==> config.mk <==
export PLATFORM = sky130hd
export DESIGN_NAME = wp_unit
export DESIGN_NICKNAME = d
export VERILOG_FILES = /design/src/rtl/wp_pkg.sv /design/src/rtl/wp_mask_norm.sv /design/src/rtl/wp_slot.sv /design/src/rtl/wp_prio.sv /design/src/rtl/wp_unit.sv
export SDC_FILE = /design/constraint.sdc
export NUM_CORES = 1
export LEC_CHECK = 0
export BUFFER_PORTS_ARGS = -buffer_cell sky130_fd_sc_hd__clkbuf_2
export CAP_MARGIN = 20
export CORE_UTILIZATION = 64
export DETAILED_ROUTE_END_ITERATION = 10
export GPL_ROUTABILITY_DRIVEN = 0
export PLACE_DENSITY = 0.89
export RECOVER_POWER = 100
export SETUP_SLACK_MARGIN = 0.3
export SYNTH_ARGS = -nofsm -noshare
export SYNTH_HDL_FRONTEND = slang
export SYNTH_HIERARCHICAL = 1
export SYNTH_SLANG_ARGS = --single-unit
export TNS_END_PERCENT = 50
==> constraint.sdc <==
create_clock -name clk -period 2.05 [get_ports clk]
set_input_delay 0 -clock clk [delete_from_list [all_inputs] [get_ports clk]]
set_output_delay 0 -clock clk [all_outputs]
set_load 0.02 [all_outputs]
==> src/rtl/wp_pkg.sv <==
package wp_pkg;
    // Selects the register targeted by a configuration write.
    typedef enum logic {
        SEL_ADDR = 1'b0,
        SEL_CTRL = 1'b1
    } wp_reg_e;
endpackage

==> src/rtl/wp_mask_norm.sv <==
// Reduces a mask field to its leading run of ones (from the top bit down).
module wp_mask_norm #(
    parameter int MASK_W = 6
) (
    input  logic [MASK_W-1:0] raw,
    output logic [MASK_W-1:0] norm
);
    for (genvar j = 0; j < MASK_W; j++) begin : g_bit
        // Bit j survives only if every bit above it is also set.
        assign norm[j] = &raw[MASK_W-1:j];
    end
endmodule

==> src/rtl/wp_slot.sv <==
// One watchpoint: register storage plus its masked compare.
module wp_slot #(
    parameter int ADDR_W = 32,
    parameter int MASK_W = 6
) (
    input  logic              clk,
    input  logic              rst_n,
    input  logic              wr_addr,
    input  logic              wr_ctrl,
    input  logic [ADDR_W-1:0] wdata,
    input  logic              acc_valid,
    input  logic [ADDR_W-1:0] acc_addr,
    input  logic              acc_is_store,
    output logic              match
);
    localparam int LD_BIT = ADDR_W - 1;
    localparam int ST_BIT = ADDR_W - 2;
    localparam int HI_W   = ADDR_W - MASK_W;

    logic [ADDR_W-1:0] addr_q;
    logic [MASK_W-1:0] mask_q;
    logic              ld_en_q;
    logic              st_en_q;
    logic [MASK_W-1:0] mask_fixed;
    logic [ADDR_W-1:0] eff_mask;
    logic              kind_ok;
    logic              in_region;

    wp_mask_norm #(.MASK_W(MASK_W)) u_norm (
        .raw  (wdata[MASK_W-1:0]),
        .norm (mask_fixed)
    );

    always_ff @(posedge clk or negedge rst_n) begin
        if (!rst_n) begin
            addr_q  <= '0;
            mask_q  <= '0;
            ld_en_q <= 1'b0;
            st_en_q <= 1'b0;
        end else begin
            if (wr_addr) begin
                addr_q <= wdata;
            end
            if (wr_ctrl) begin
                mask_q  <= mask_fixed;
                ld_en_q <= wdata[LD_BIT];
                st_en_q <= wdata[ST_BIT];
            end
        end
    end

    always_comb begin
        eff_mask  = {{HI_W{1'b1}}, mask_q};
        kind_ok   = acc_is_store ? st_en_q : ld_en_q;
        in_region = ((acc_addr ^ addr_q) & eff_mask) == '0;
        match     = acc_valid && kind_ok && in_region;
    end

    logic [MASK_W-1:0] mask_inv;
    assign mask_inv = ~mask_q;


    mask_contig_chk: assert property (@(posedge clk) disable iff (!rst_n)
        ((mask_inv + MASK_W'(1)) & mask_inv) == '0);


    idle_no_hit_chk: assert property (@(posedge clk) disable iff (!rst_n)
        (!ld_en_q && !st_en_q) |-> !match);


    disable_next_cycle_chk: assert property (@(posedge clk) disable iff (!rst_n)
        (wr_ctrl && !wdata[LD_BIT] && !wdata[ST_BIT]) |=> !match);


    addr_hold_chk: assert property (@(posedge clk) disable iff (!rst_n)
        !wr_addr |=> $stable(addr_q));
endmodule

==> src/rtl/wp_prio.sv <==
// Picks the lowest-numbered active request.
module wp_prio #(
    parameter int N     = 4,
    parameter int IDX_W = 2
) (
    input  logic             clk,
    input  logic             rst_n,
    input  logic [N-1:0]     req,
    output logic             any,
    output logic [IDX_W-1:0] idx
);
    always_comb begin
        any = |req;
        idx = '0;
        for (int i = N - 1; i >= 0; i--) begin
            if (req[i]) begin
                idx = IDX_W'(i);
            end
        end
    end


    lowest_first_chk: assert property (@(posedge clk) disable iff (!rst_n)
        any |-> (req[idx] && ((req & ((N'(1) << idx) - N'(1))) == '0)));


    idle_idx_zero_chk: assert property (@(posedge clk) disable iff (!rst_n)
        !any |-> (idx == '0));
endmodule

==> src/rtl/wp_unit.sv <==
// Bank of masked data watchpoints with a single-cycle priority compare.
module wp_unit #(
    parameter int NUM_BP = 4,
    parameter int ADDR_W = 32,
    parameter int MASK_W = 6,
    localparam int IDX_W = (NUM_BP > 1) ? $clog2(NUM_BP) : 1
) (
    input  logic              clk,
    input  logic              rst_n,
    input  logic              cfg_we,
    input  logic              cfg_sel,
    input  logic [IDX_W-1:0]  cfg_idx,
    input  logic [ADDR_W-1:0] cfg_wdata,
    input  logic              acc_valid,
    input  logic [ADDR_W-1:0] acc_addr,
    input  logic              acc_is_store,
    output logic              hit,
    output logic [IDX_W-1:0]  hit_idx
);
    import wp_pkg::*;

    logic [NUM_BP-1:0] slot_match;

    for (genvar g = 0; g < NUM_BP; g++) begin : g_slot
        logic sel_me;
        assign sel_me = cfg_we && (cfg_idx == IDX_W'(g));

        wp_slot #(.ADDR_W(ADDR_W), .MASK_W(MASK_W)) u_slot (
            .clk          (clk),
            .rst_n        (rst_n),
            .wr_addr      (sel_me && (cfg_sel == SEL_ADDR)),
            .wr_ctrl      (sel_me && (cfg_sel == SEL_CTRL)),
            .wdata        (cfg_wdata),
            .acc_valid    (acc_valid),
            .acc_addr     (acc_addr),
            .acc_is_store (acc_is_store),
            .match        (slot_match[g])
        );
    end

    wp_prio #(.N(NUM_BP), .IDX_W(IDX_W)) u_prio (
        .clk   (clk),
        .rst_n (rst_n),
        .req   (slot_match),
        .any   (hit),
        .idx   (hit_idx)
    );


    hit_needs_valid_chk: assert property (@(posedge clk) disable iff (!rst_n)
        hit |-> acc_valid);
endmodule

== After elaboration in Yosys (flattened, before gate mapping) ==
Index checks and enable logic that the tools add are counted.

* Flip-flop bits (word level): 160
* Input port bits: 72
* Output and inout bits: 3
* Word-level logic and storage cells: 67

* Eq/ne operators: 3
* Mux-type cells: 8
* Bitwise gates (word level): 9
* Reductions and logical operators: 31

{| class="wikitable"
|+ Operator list
! kind !! number
|-
| 32-bit AND || 4
|-
| 32-bit zero test || 4
|-
| 32-bit XOR || 4
|-
| 1-bit logical AND || 20
|-
| 2-bit two-way mux || 4
|-
| 6-bit AND reduction || 1
|-
| 5-bit AND reduction || 1
|-
| 2-bit == test (second input constant) || 2
|-
| 1-bit two-way mux || 4
|-
| 4-bit AND reduction || 1
|-
| 4-bit OR reduction || 1
|-
| 3-bit AND reduction || 1
|-
| 2-bit by 1-bit == test with 1-bit output (second input constant) || 1
|-
| 2-bit zero test || 1
|-
| 2-bit AND reduction || 1
|-
| 1-bit inverter || 1
|}

== Longest topological paths before layout ==
* Word-level depth: 8
* Depth in mapped cells: 6
* Gate-level depth less buffers: 6

== Hierarchy ==
Netlist, hierarchy kept.

{| class="wikitable"
|+ By module, submodules not included
! module !! times used !! cells an instance !! area each (sq um) !! sequential area each (sq um)
|-
| wp_slot || 4 || 132 || 1878.1 || 1001.0
|-
| wp_mask_norm || 4 || 6 || 47.5 || 0.0
|-
| wp_unit || 1 || 8 || 96.3 || 0.0
|-
| wp_prio || 1 || 7 || 35.0 || 0.0
|}

== Least setup slack after synthesis ==
No wires, ideal clock.

* Path kind: reg-to-output
* Start: register g_slot[3].u_slot.addr_q[28]
* End: output port hit_idx[1]
* Arrival: 1.695 ns
* Data required time: 2.050 ns
* Slack: 0.355 ns
* Stages on the path, launching flop included: 7
* Buffers on the path: 0
* Path through: dfrtp_1 > xor2_1 > nor4_2 > nand2_1 > nor4_2 > nor2_1 > nor3_1

* Word-level cells in the longest chain between the ends: 8

{| class="wikitable"
|+ RTL lines
! element !! line !! source
|-
| start, declared || wp_slot.sv:20 || <nowiki>logic [ADDR_W-1:0] addr_q;</nowiki>
|-
| start signal, assigned || wp_slot.sv:42 || <nowiki>addr_q <= wdata;</nowiki>
|-
| 32-bit XOR || wp_slot.sv:55 || <nowiki>in_region = ((acc_addr ^ addr_q) & eff_mask) == '0;</nowiki>
|-
| 32-bit AND || wp_slot.sv:55 ||
|-
| 32-bit zero test || wp_slot.sv:55 ||
|-
| 1-bit logical AND || wp_slot.sv:56 || <nowiki>match = acc_valid && kind_ok && in_region;</nowiki>
|-
| via slot_match[3] || wp_unit.sv:22 || <nowiki>logic [NUM_BP-1:0] slot_match;</nowiki>
|-
| 2-bit two-way mux (4 in series) || wp_prio.sv:16 || <nowiki>if (req[i]) begin</nowiki>
|-
| end, declared || wp_unit.sv:18 || <nowiki>output logic [IDX_W-1:0] hit_idx</nowiki>
|}

The timed path passes the listed nets, and every way through them passes these cells.

== Final worst setup path ==
* Start: register g_slot[1].u_slot.addr_q[17]
* End: output port hit

* Word-level cells in the longest chain between the ends: 5

{| class="wikitable"
|+ RTL lines
! element !! line !! source
|-
| start, declared || wp_slot.sv:20 ||
|-
| start signal, assigned || wp_slot.sv:42 ||
|-
| 32-bit XOR || wp_slot.sv:55 ||
|-
| 32-bit AND || wp_slot.sv:55 ||
|-
| 32-bit zero test || wp_slot.sv:55 ||
|-
| 1-bit logical AND || wp_slot.sv:56 ||
|-
| via slot_match[1] || wp_unit.sv:22 ||
|-
| 4-bit OR reduction || wp_prio.sv:13 || <nowiki>any = |req;</nowiki>
|-
| end, declared || wp_unit.sv:17 || <nowiki>output logic hit,</nowiki>
|}

The timed path passes the listed nets, and every way through them passes these cells.

==> impl_metrics.toml <==
[floorplanning]
die_h_um = 112.6
die_w_um = 112.6
die_area_sq_um = 12690
initial_utilization_pct = 65.49
ios = 75
rows = 40
core-area_sq_um = 11960

[sta]
fin_crit_sh_pct = 120.5
setup_slack_ns = -0.4209
fmax_mhz = 404.7
rsz0062_at_grt = "true"
tightest_slew_ns = 1.361
maxSlewViolCount = 0
slew-limit-headroom_pct = 9.297
layout_min_cycle_time_ns = 2.471
setup_violations = 3
fin_skew_ns = 0
holdWs_ns = 0.009289
hold_viol_final = 0

[run_status]
outcome = "finished with violations"
violations = "negative setup slack"

[critical_path]
worstPathArrival_ns = 2.47
critPathMaxFanout = 2
critical_path_class = "reg2out"
cp_top_family = "simple AND/OR/NAND/NOR gates"
worstSetupEndpointType = "output pin"
critPathLaunchType = "register"
r2r_cells = 2
cp.required_ns = 2.05
slowest_delay_ns = 0.45
path_cells = "xor2_1 -> nor4_2 -> nand4_1 -> nor4_4 -> buf_4 -> nor2_1 -> nand2_1 -> clkbuf_8"
cp.depth = 8
path_buf_inv = 2
crit_slowest_cell = "nor4_2"

[power_and_ir_drop]
ir_drop_mv = 0.6602
p_seq_share_pct = 44.3
intPower_w = 0.007059
pwr-share-comb_pct = 19.0
p_switching_w = 0.002588
p_total_w = 0.009647
p_per_area_nw_per_um2 = 1028
pwr-share-clk_pct = 36.7
leakage_nw = 4.187
p_sw_share_pct = 26.83

[global_routing]
grt_pass1_wl_um = 30570
grt_max_degree = 79
track_usage_pct = 32.31
antenna_found_initial = 0
grt.overflow.total = 0
grt_pass1_vias = 5686

[finish]
regArea_sq_um = 4004
instances_no_fill = 838
fill_cells = 695
diodes = 0
syn_to_final_growth_pct = 19.81
nets = 750
final_layout_size_suffix_gt1_share_pct = 44.43
multi_input_area_sq_um = 3779
final_util_pct = 78.46

[yosys]
netlist_instances = 567
synthAdderAreaFrac_pct = 0
yosysWarnings = 6
synth_xor_area_share_pct = 14.31
ys_seq_area_share_pct = 51.11
ys_types = 28
yosys.area.top_type_share_pct = 51.11
post_synth.cell_area_avg_sq_um = 13.82
syn-num-nets = 639
synth_mux_area_share_pct = 23.51
synthTopCellsByArea = "dfrtp_1 51%, mux2_2 22%, xor2_1 13%"
synth-simple-area-share_pct = 8.098
synth_top_family_by_area = "multiplexers"
yosysTopAreaCell = "dfrtp_1"
synth_compound_area_share_pct = 1.390
synth_area_sq_um = 7834
synth_seq_cells = 160

[routing]
firstDrtPassIters = 4
wire_per_inst_um = 22.31
drc_errors = 0
drtIter0Drc = 302
ant_nets = 0
via_per_inst = 6.070
via_count = 5087
wl_um = 18690

[clock_network]
cts.path.max_buffers = 2
clk_pin_slew_ns = 0.06
cts_tree = "built"
clockRootBuffer = "clkbuf_16"
h-tree-depth = 4
cts.sinks = 160
cts_buffers = 17
clk_latency_ns = 0.43

[place]
pre_cts_slack_ns = -0.004356
place_hpwl_um = 11690
port_buffers = 74
dp_cells = 774

[min_path]
hp-class = "in2reg"
hold_depth = 2

[flow_run]
drv_cap = 0
## repair_timing
action | in CTS | in global routing
setup endpoints to repair | 3 | 3
buffers inserted | 3 | 0
pin swaps | 10 | 2
hold buffers | 29 | 0
endpoints found under the hold margin | 174 | 0
gates resized for setup | 10 | 4
## registers in the layout, indices dropped and copies added (netlist names)
name,cells
g_slot.u_slot/addr_q,128
g_slot.u_slot/mask_q,24
g_slot.u_slot/ld_en_q,4
g_slot.u_slot/st_en_q,4
## placed cells by master, fill, tap and decap left out, types with 5 or more instances in the layout
cell           instances
clkbuf_8               5
clkbuf_1               7
mux2_1                10
dlygate4sd3_1         29
a22oi_1                8
and2_2                 8
nand2_1                9
nor4_2                21
dfrtp_1              160
clkbuf_2              74
clkbuf_16             17
nand4_1                8
mux2_2               150
buf_4                  5
xor2_1               115
bufinv_16              5
xnor2_1               12
## power by group through the flow
stage,Clock (W),Combinational (W),Sequential [W]
after floorplan,0,0.00121,0.00417
after global placement,0,0.00159,0.00423
after detailed placement,0,0.00168,0.00430
after CTS,0.00357,0.00180,0.00426
after global routing,0.00371,0.00197,0.00434
final,0.00354,0.00183,0.00427
## kinds of logic after synthesis
| kind of cell | after synthesis |
|---|---|
| compound gates | 13 |
| simple gates | 77 |
| buf+inv | 25 |
| flops | 160 |
| mux | 164 |
| xor+xnor | 128 |
## layer usage
| metal | GRT usage [%] | share of wire, % | vias up |
|---|---|---|---|
| li1 | - | - | 2241 |
| met1 | 40.81 | 41 | 2627 |
| met2 | 54.07 | 51 | 171 |
| met3 | 6.263 | 4.9 | 48 |
| met4 | 14.93 | 2.6 | 0 |
| met5 | 0 | 0 | - |
## cell usage after synthesis (all sizes together)
master	number
dfrtp	160
and2	8
and4bb	3
mux2	160
and4	5
and3	8
nand2	9
clkbuf	8
nor2	2
buf	16
xnor2	12
a21oi	1
and4b	3
xor2	116
nor4	28
mux2i	4
a221o	4
nor3	1
inv	1
nor4b	1
nand2b	1
a22oi	8
nand4	8
## through the flow
| step | TNS (ns) | area, sq um |
|---|---|---|
| floorplan | 0 | 7834 |
| global placement | 0 | 8408 |
| detailed placement | -0.006301 | 8408 |
| CTS | -1.016 | 9459 |
| global route | -1.867 | 9385 |
| finish | -1.228 | 9385 |
## cell type report
| cell class | instances | share of cell area [%] |
|---|---|---|
| timing repair buffer | 116 | 7.986 |
| clock buffer | 23 | 5.199 |
| clock inverter | 9 | 1.893 |
| sequential | 160 | 42.66 |
| multi-input combinational | 382 | 40.26 |
| inverter | 1 | 0.03999 |
| tap | 147 | 1.960 |
## final timing paths
kind / endpoint / start / slack [ns]
max in group asynchronous: g_slot[1].u_slot/addr_q[27] / rst_n / 0.29
worst min-delay path: g_slot[1].u_slot/addr_q[3] / cfg_wdata[3] / 0.009
worst min register to register: g_slot[1].u_slot/mask_q[5] / g_slot[1].u_slot/mask_q[5] / 0.51
min in group asynchronous: g_slot[1].u_slot/mask_q[4] / rst_n / 0.40
worst max register to register: g_slot[1].u_slot/addr_q[17] / g_slot[1].u_slot/addr_q[17] / 1.14
worst max-delay path: hit / g_slot[1].u_slot/addr_q[17] / -0.42
No activity file was read; power rests on OpenSTA's default activity.
